==> config.mk <==
export PLATFORM = sky130hd
export DESIGN_NAME = itlb_lru_tracker
export DESIGN_NICKNAME = d
export VERILOG_FILES = /design/src/rtl/itlb_lru_pkg.sv /design/src/rtl/itlb_lru_update.sv /design/src/rtl/itlb_lru_victim.sv /design/src/rtl/itlb_lru_tracker.sv
export SDC_FILE = /design/constraint.sdc
export NUM_CORES = 1
export LEC_CHECK = 0
export BUFFER_PORTS_ARGS = -buffer_cell sky130_fd_sc_hd__buf_2
export CAP_MARGIN = 20
export CORE_MARGIN = 3
export CORE_UTILIZATION = 47
export DETAILED_ROUTE_END_ITERATION = 16
export GPL_ROUTABILITY_DRIVEN = 0
export PLACE_DENSITY_LB_ADDON = 0.08
export SLEW_MARGIN = 20
export SYNTH_ARGS = -nofsm -noshare
export SYNTH_HDL_FRONTEND = slang
export SYNTH_SLANG_ARGS = --single-unit
==> constraint.sdc <==
create_clock -name clk -period 2.27 [get_ports clk]
set_input_delay 0.454 -clock clk [delete_from_list [all_inputs] [get_ports clk]]
set_output_delay 0.454 -clock clk [all_outputs]
set_load 0.02 [all_outputs]
==> src/rtl/itlb_lru_pkg.sv <==
package itlb_lru_pkg;
  localparam int ENTRIES   = 4;
  localparam int IDX_W     = $clog2(ENTRIES);
  localparam int BYTE_W    = 8;

  typedef logic [BYTE_W-1:0] ubyte_t;
  typedef logic [IDX_W-1:0]  idx_t;

  localparam ubyte_t CLR_MASK [ENTRIES] = '{8'h1F, 8'hE7, 8'hFB, 8'hFF};
  localparam ubyte_t SET_MASK [ENTRIES] = '{8'h00, 8'h80, 8'h50, 8'h2C};
  localparam ubyte_t SEL_MASK [ENTRIES] = '{8'hE0, 8'h98, 8'h54, 8'h2C};
  localparam ubyte_t SEL_PATT [ENTRIES] = '{8'hE0, 8'h18, 8'h04, 8'h00};
endpackage

==> src/rtl/itlb_lru_update.sv <==
module itlb_lru_update
  import itlb_lru_pkg::*;
(
  input  ubyte_t cur_byte,
  input  idx_t   use_idx,
  output ubyte_t nxt_byte
);
  ubyte_t cand [ENTRIES];

  for (genvar g = 0; g < ENTRIES; g++) begin : g_mask
    assign cand[g] = (cur_byte & CLR_MASK[g]) | SET_MASK[g];
  end

  assign nxt_byte = cand[use_idx];
endmodule

==> src/rtl/itlb_lru_victim.sv <==
module itlb_lru_victim
  import itlb_lru_pkg::*;
(
  input  ubyte_t cur_byte,
  output idx_t   victim,
  output logic   illegal
);
  logic [ENTRIES-1:0] match;

  for (genvar g = 0; g < ENTRIES; g++) begin : g_pat
    assign match[g] = (cur_byte & SEL_MASK[g]) == SEL_PATT[g];
  end

  always_comb begin
    victim  = '0;
    illegal = 1'b1;
    for (int i = ENTRIES - 1; i >= 0; i--) begin
      if (match[i]) begin
        victim  = idx_t'(i);
        illegal = 1'b0;
      end
    end
  end
endmodule

==> src/rtl/itlb_lru_tracker.sv <==
module itlb_lru_tracker
  import itlb_lru_pkg::*;
#(
  parameter int WORD_W = 32
) (
  input  logic              clk,
  input  logic              rst_n,
  input  logic              hit_valid,
  input  logic [1:0]        hit_idx,
  input  logic              refill_req,
  input  logic              wr_en,
  input  logic [WORD_W-1:0] wr_data,
  output logic [WORD_W-1:0] ctrl_word,
  output logic [1:0]        victim_idx,
  output logic              state_err
);
  localparam int LOW_W = WORD_W - BYTE_W;

  logic [WORD_W-1:0] word_q;
  ubyte_t            top_byte, upd_byte;
  idx_t              vict, use_idx;
  logic              bad;

  assign top_byte = word_q[WORD_W-1 -: BYTE_W];
  assign use_idx  = refill_req ? vict : hit_idx;

  itlb_lru_victim u_victim (
    .cur_byte (top_byte),
    .victim   (vict),
    .illegal  (bad)
  );

  itlb_lru_update u_update (
    .cur_byte (top_byte),
    .use_idx  (use_idx),
    .nxt_byte (upd_byte)
  );

  always_ff @(posedge clk or negedge rst_n) begin
    if (!rst_n) begin
      word_q <= '0;
    end else if (wr_en) begin
      word_q <= wr_data;
    end else if (refill_req || hit_valid) begin
      word_q <= {upd_byte, word_q[LOW_W-1:0]};
    end
  end

  assign ctrl_word  = word_q;
  assign victim_idx = vict;
  assign state_err  = bad;
endmodule

======== Word level (Yosys, flattened, before mapping) ========
Index checks and enable logic that the tools add are counted.
W data, S select, Z words.
operators by class
  eq/ne operators ......................... 3
  reductions and logical operators ........ 3
  mux-type cells .......................... 14
  bitwise gates (word level) .............. 1
  order comparisons ....................... 1
operators by type and width
  cell                  count
  $mux W32              2
  $bmux W8 S2           1
  $mux W8               2
  $mux W2               5
  $logic_not A8 Y1      1
  $mux W1               4
  $eq A3 B1 Y1 const B  1
  $eq A3 B2 Y1 const B  1
  $eq A3 B3 Y1 const B  1
  $ge A3 B3 Y1 const B  1
  $not A2 Y3            1
  $reduce_bool A2 Y1    1
  $logic_or A1 B1 Y1    1
word-level totals
  output and inout bits ................... 35
  bits in registers ....................... 32

======== Depth between registers and ports, before layout ========
  depth after elaboration ................. 12
  depth in mapped cells ................... 5

======== Modules after synthesis ========
A second synthesis with hierarchy kept.
unflattened totals
  cells, all modules ...................... 118
  area total of the unflattened synthesis .. 1482.7 um^2
modules (own cells, without submodules)
  module            cells an instance  times used  area an instance (um^2)
  itlb_lru_tracker  97                 1           1350.0
  itlb_lru_update   13                 1           81.3
  itlb_lru_victim   8                  1           51.3

======== Least setup slack after synthesis ========
Ideal clock, no wire load.
  path type ............................... reg2out
  from .................................... register word_q[27], in the netlist ctrl_word[27]
  to ...................................... output port state_err
  setup slack ............................. 0.326 ns
  data arrival time ....................... 1.490 ns
  required time ........................... 1.816 ns
  path buffers ............................ 0
  cell stages (with the launch flop) ...... 4
  cell sequence ........................... dfrtp_1 -> or3_1 -> o21ai_0 -> nor2_1
between the ends
  word-level cells in the longest chain between the ends .. 5
  elaborated cells on any way between the ends .. 6
RTL lines
  what                      RTL line                text
  from (decl)               itlb_lru_tracker.sv:19  logic [WORD_W-1:0] word_q;
  from (signal assigned)    itlb_lru_tracker.sv:43  word_q <= wr_data;
  from (signal assigned)    itlb_lru_tracker.sv:45  word_q <= {upd_byte, word_q[LOW_W-1:0]};
  $logic_not A8 Y1          itlb_lru_victim.sv:11   assign match[g] = (cur_byte & SEL_MASK[g]) == SEL_PATT[g];
  $mux W1 (2 in a row)      itlb_lru_victim.sv:18   if (match[i]) begin
  $mux W1 (*) (2 in a row)  itlb_lru_victim.sv:18
  to (decl)                 itlb_lru_tracker.sv:15  output logic state_err
Every way passes the cells marked *; elsewhere a longest branch is shown, timed or not.

======== Worst setup path in the final report ========
Same ends and word-level chain as after synthesis.

==> impl_metrics.csv <==
group,metric,value,unit
global_routing,grtUsageTotal,18.3,%
setup_path,critPathBufInv,1,
sta,fmax,487,MHz
floorplan,start_util,49.9,%
detailed_routing,viasPerCell,5.29,
sta,grt_setup_unrepaired,"false",
setup_path,path_class,"reg2out",
sta,hold_viol,0,
setup_path,slowest_stage,"or3_1",
global_routing,grt_pass1_vias,1113,
detailed_routing,wl_per_cell,14.4,µm
synth,synth_cell_types,27,
detailed_routing,antenna_left,0,
cells_and_area,final_cell_mix,"73 x buf_2, 32 x dfrtp_1, 26 x mux2_2",
detailed_routing,met2_wirelength,1.54,mm
cts,root_buffer,"clkbuf_4",
outcome,status,"completed",
sta,clock-skew-final,0.00363,ns
detailed_routing,wl_met1,1.18,mm
detailed_routing,wl_met3,250,µm
setup_path,crit_arrival,1.60,ns
synth,synth-seq-cells,32,
global_routing,antenna_found_initial,0,
synth,synthesis.area,0.00139,mm²
detailed_routing,dr.first_iter.drc_count,84,
synth,ys_warn_count,0,
cts,htreeDepth,2,
sta,post-route-period-util,90.5,%
setup_path,worstSetupEndpointType,"output port",
synth,ys_seq_area_share,57.7,%
sta,fin_crit,2.06,ns
cts,clk_latency,0.32,ns
cells_and_area,layout_commonest_cell,"buf_2",
detailed_routing,wirelength,3.02,mm
global_routing,grt_pass1_wl,4.69,mm
cts,cts_resized,0,
setup_path,path_cells,"or3_1, o21ai_0, nor2_1, buf_2",
cts,cts_tree,"built",
cts,clock-sinks,32,
synth,syn_area_per_cell,13.2,µm²
power_and_ir_drop,p_leak,0.000893,µW
sta,tightest_slew,0.711,ns
floorplan,core-area,0.00278,mm²
placement,dp_hpwl,2.29,mm
flow_run,drv_cap,0,
min_path,min_path_type,"in2async",
floorplan,die_h,60.3,µm
power_and_ir_drop,power,1280,µW
sta,setup_viol,0,
detailed_routing,top_layer_used,"met4",
cells_and_area,drive_gt1_share,60.9,%
detailed_routing,dr_total_vias,1110,
setup_path,worstPathMaxFanout,6,
global_routing,grt_max_degree,37,
synth,syn_nets,144,
sta,finalMaxSlewViolations,0,
cts,cts_hold_buf,0,
sta,max_slew_margin,52.6,%
sta,hold_slack,0.159,ns
power_and_ir_drop,irDropWorstVdd,0.523,mV
cts,path_clk_slew,0.09,ns
synth,synth-async-reset-ratio,100,%
setup_path,critical_path.top_delay_family,"simple AND/OR/NAND/NOR gates",
global_routing,overflow,0,
placement,port_buffers,73,
setup_path,cpPeakStageDelay,0.48,ns
cts,cts_buffer_depth,2,
synth,synth_flop_cell,"dfrtp_1",
placement,place_ws,0.543,ns
cts,cts_setup_buffers,0,
cells_and_area,diodes,0,
sta,setup_slack,0.215,ns
detailed_routing,first_pass_iters,4,
floorplan,dieArea,0.00364,mm²
power_and_ir_drop,power.density,708,mW/mm²
synth,netlist_instances,105,
floorplan,die_w,60.3,µm
synth,synth_edf_count,0,
setup_path,startpoint_type,"register",
cells_and_area,final_nets,220,
floorplan,ioPinCount,74,
sta,setup_tns,0,ns
setup_path,required,1.82,ns
cells_and_area,synthToLayoutAreaGrowth,30.3,%
floorplan,rows,19,
cells_and_area,largest_reg_flops,32,
cts,cts_made_buffers,5,
detailed_routing,drc,0,
[stage by stage]
stage	utilization, %	instances	instance area (µm²)
floorplan	-	105	1390
global placement	63.7	205	1770
detailed placement	63.7	205	1770
global route	65.0	210	1810
finish	65.0	210	1810
CTS	65.0	210	1810
[worst paths after layout]
| kind | from | endpoint | slack, ns | depth (start not counted) |
|---|---|---|---|---|
| worst max-delay path | ctrl_word[27]$_DFFE_PN0P_ | state_err | 0.21 | 4 |
| worst min-delay path | rst_n | ctrl_word[4]$_DFFE_PN0P_ | 0.16 | 1 |
| worst max register to register | ctrl_word[27]$_DFFE_PN0P_ | ctrl_word[30]$_DFFE_PN0P_ | 0.70 | 4 |
| worst min register to register | ctrl_word[0]$_DFFE_PN0P_ | ctrl_word[0]$_DFFE_PN0P_ | 0.51 | 1 |
| max in group asynchronous | rst_n | ctrl_word[17]$_DFFE_PN0P_ | 1.67 | 1 |
| min in group clk | wr_data[26] | ctrl_word[26]$_DFFE_PN0P_ | 0.36 | 3 |
[per-layer routing]
layer | up-vias | track usage, %
li1 | 525 | -
met1 | 537 | 19.0
met2 | 43 | 31.0
met3 | 5 | 8.72
met4 | 0 | 8.86
met5 | - | 0
[power breakdown]
| group | internal [µW] | switching (µW) |
|---|---|---|
| Combinational | 143 | 196 |
| Sequential | 629 | 41.4 |
| Clock | 103 | 167 |
| Total | 875 | 405 |
[synth_stat cells, types with 2 or more instances]
cell | instances | share of area, %
dfrtp_1 | 32 | 58
clkbuf_1 | 2 | 0.54
nand3_1 | 3 | 1.1
nor2b_1 | 3 | 1.4
o21ai_1 | 5 | 1.8
buf_2 | 2 | 0.72
a21oi_1 | 4 | 1.4
nand2_1 | 7 | 1.9
nor2_1 | 3 | 0.81
mux2_2 | 26 | 21
o21ai_0 | 2 | 0.72
[layout make-up]
| type | count | area (µm²) |
|---|---|---|
| tap | 31 | 38.8 |
| fill | 238 | 973 |
| clock buffer | 5 | 37.5 |
| multi-input combinational | 67 | 554 |
| sequential | 32 | 801 |
| timing repair buffer | 74 | 373 |
| inverter | 1 | 3.75 |
[worst reg2reg max path, cell delays in order, from the launching register on]
cell      delay, ns
dfrtp_1        0.45
or4b_4         0.57
o211ai_2       0.13
mux2i_1        0.21
o21ai_1        0.07
[cell families (layout without fill, tap and decap cells)]
family	count (synthesis)	in the layout	share of synthesized area [%]
buf+inv	6	80	2.34
simple gates	21	21	8.30
mux	27	27	21.8
flops	32	32	57.7
compound gates	19	19	9.83
Note: power is estimated with default switching activity, not from simulation.
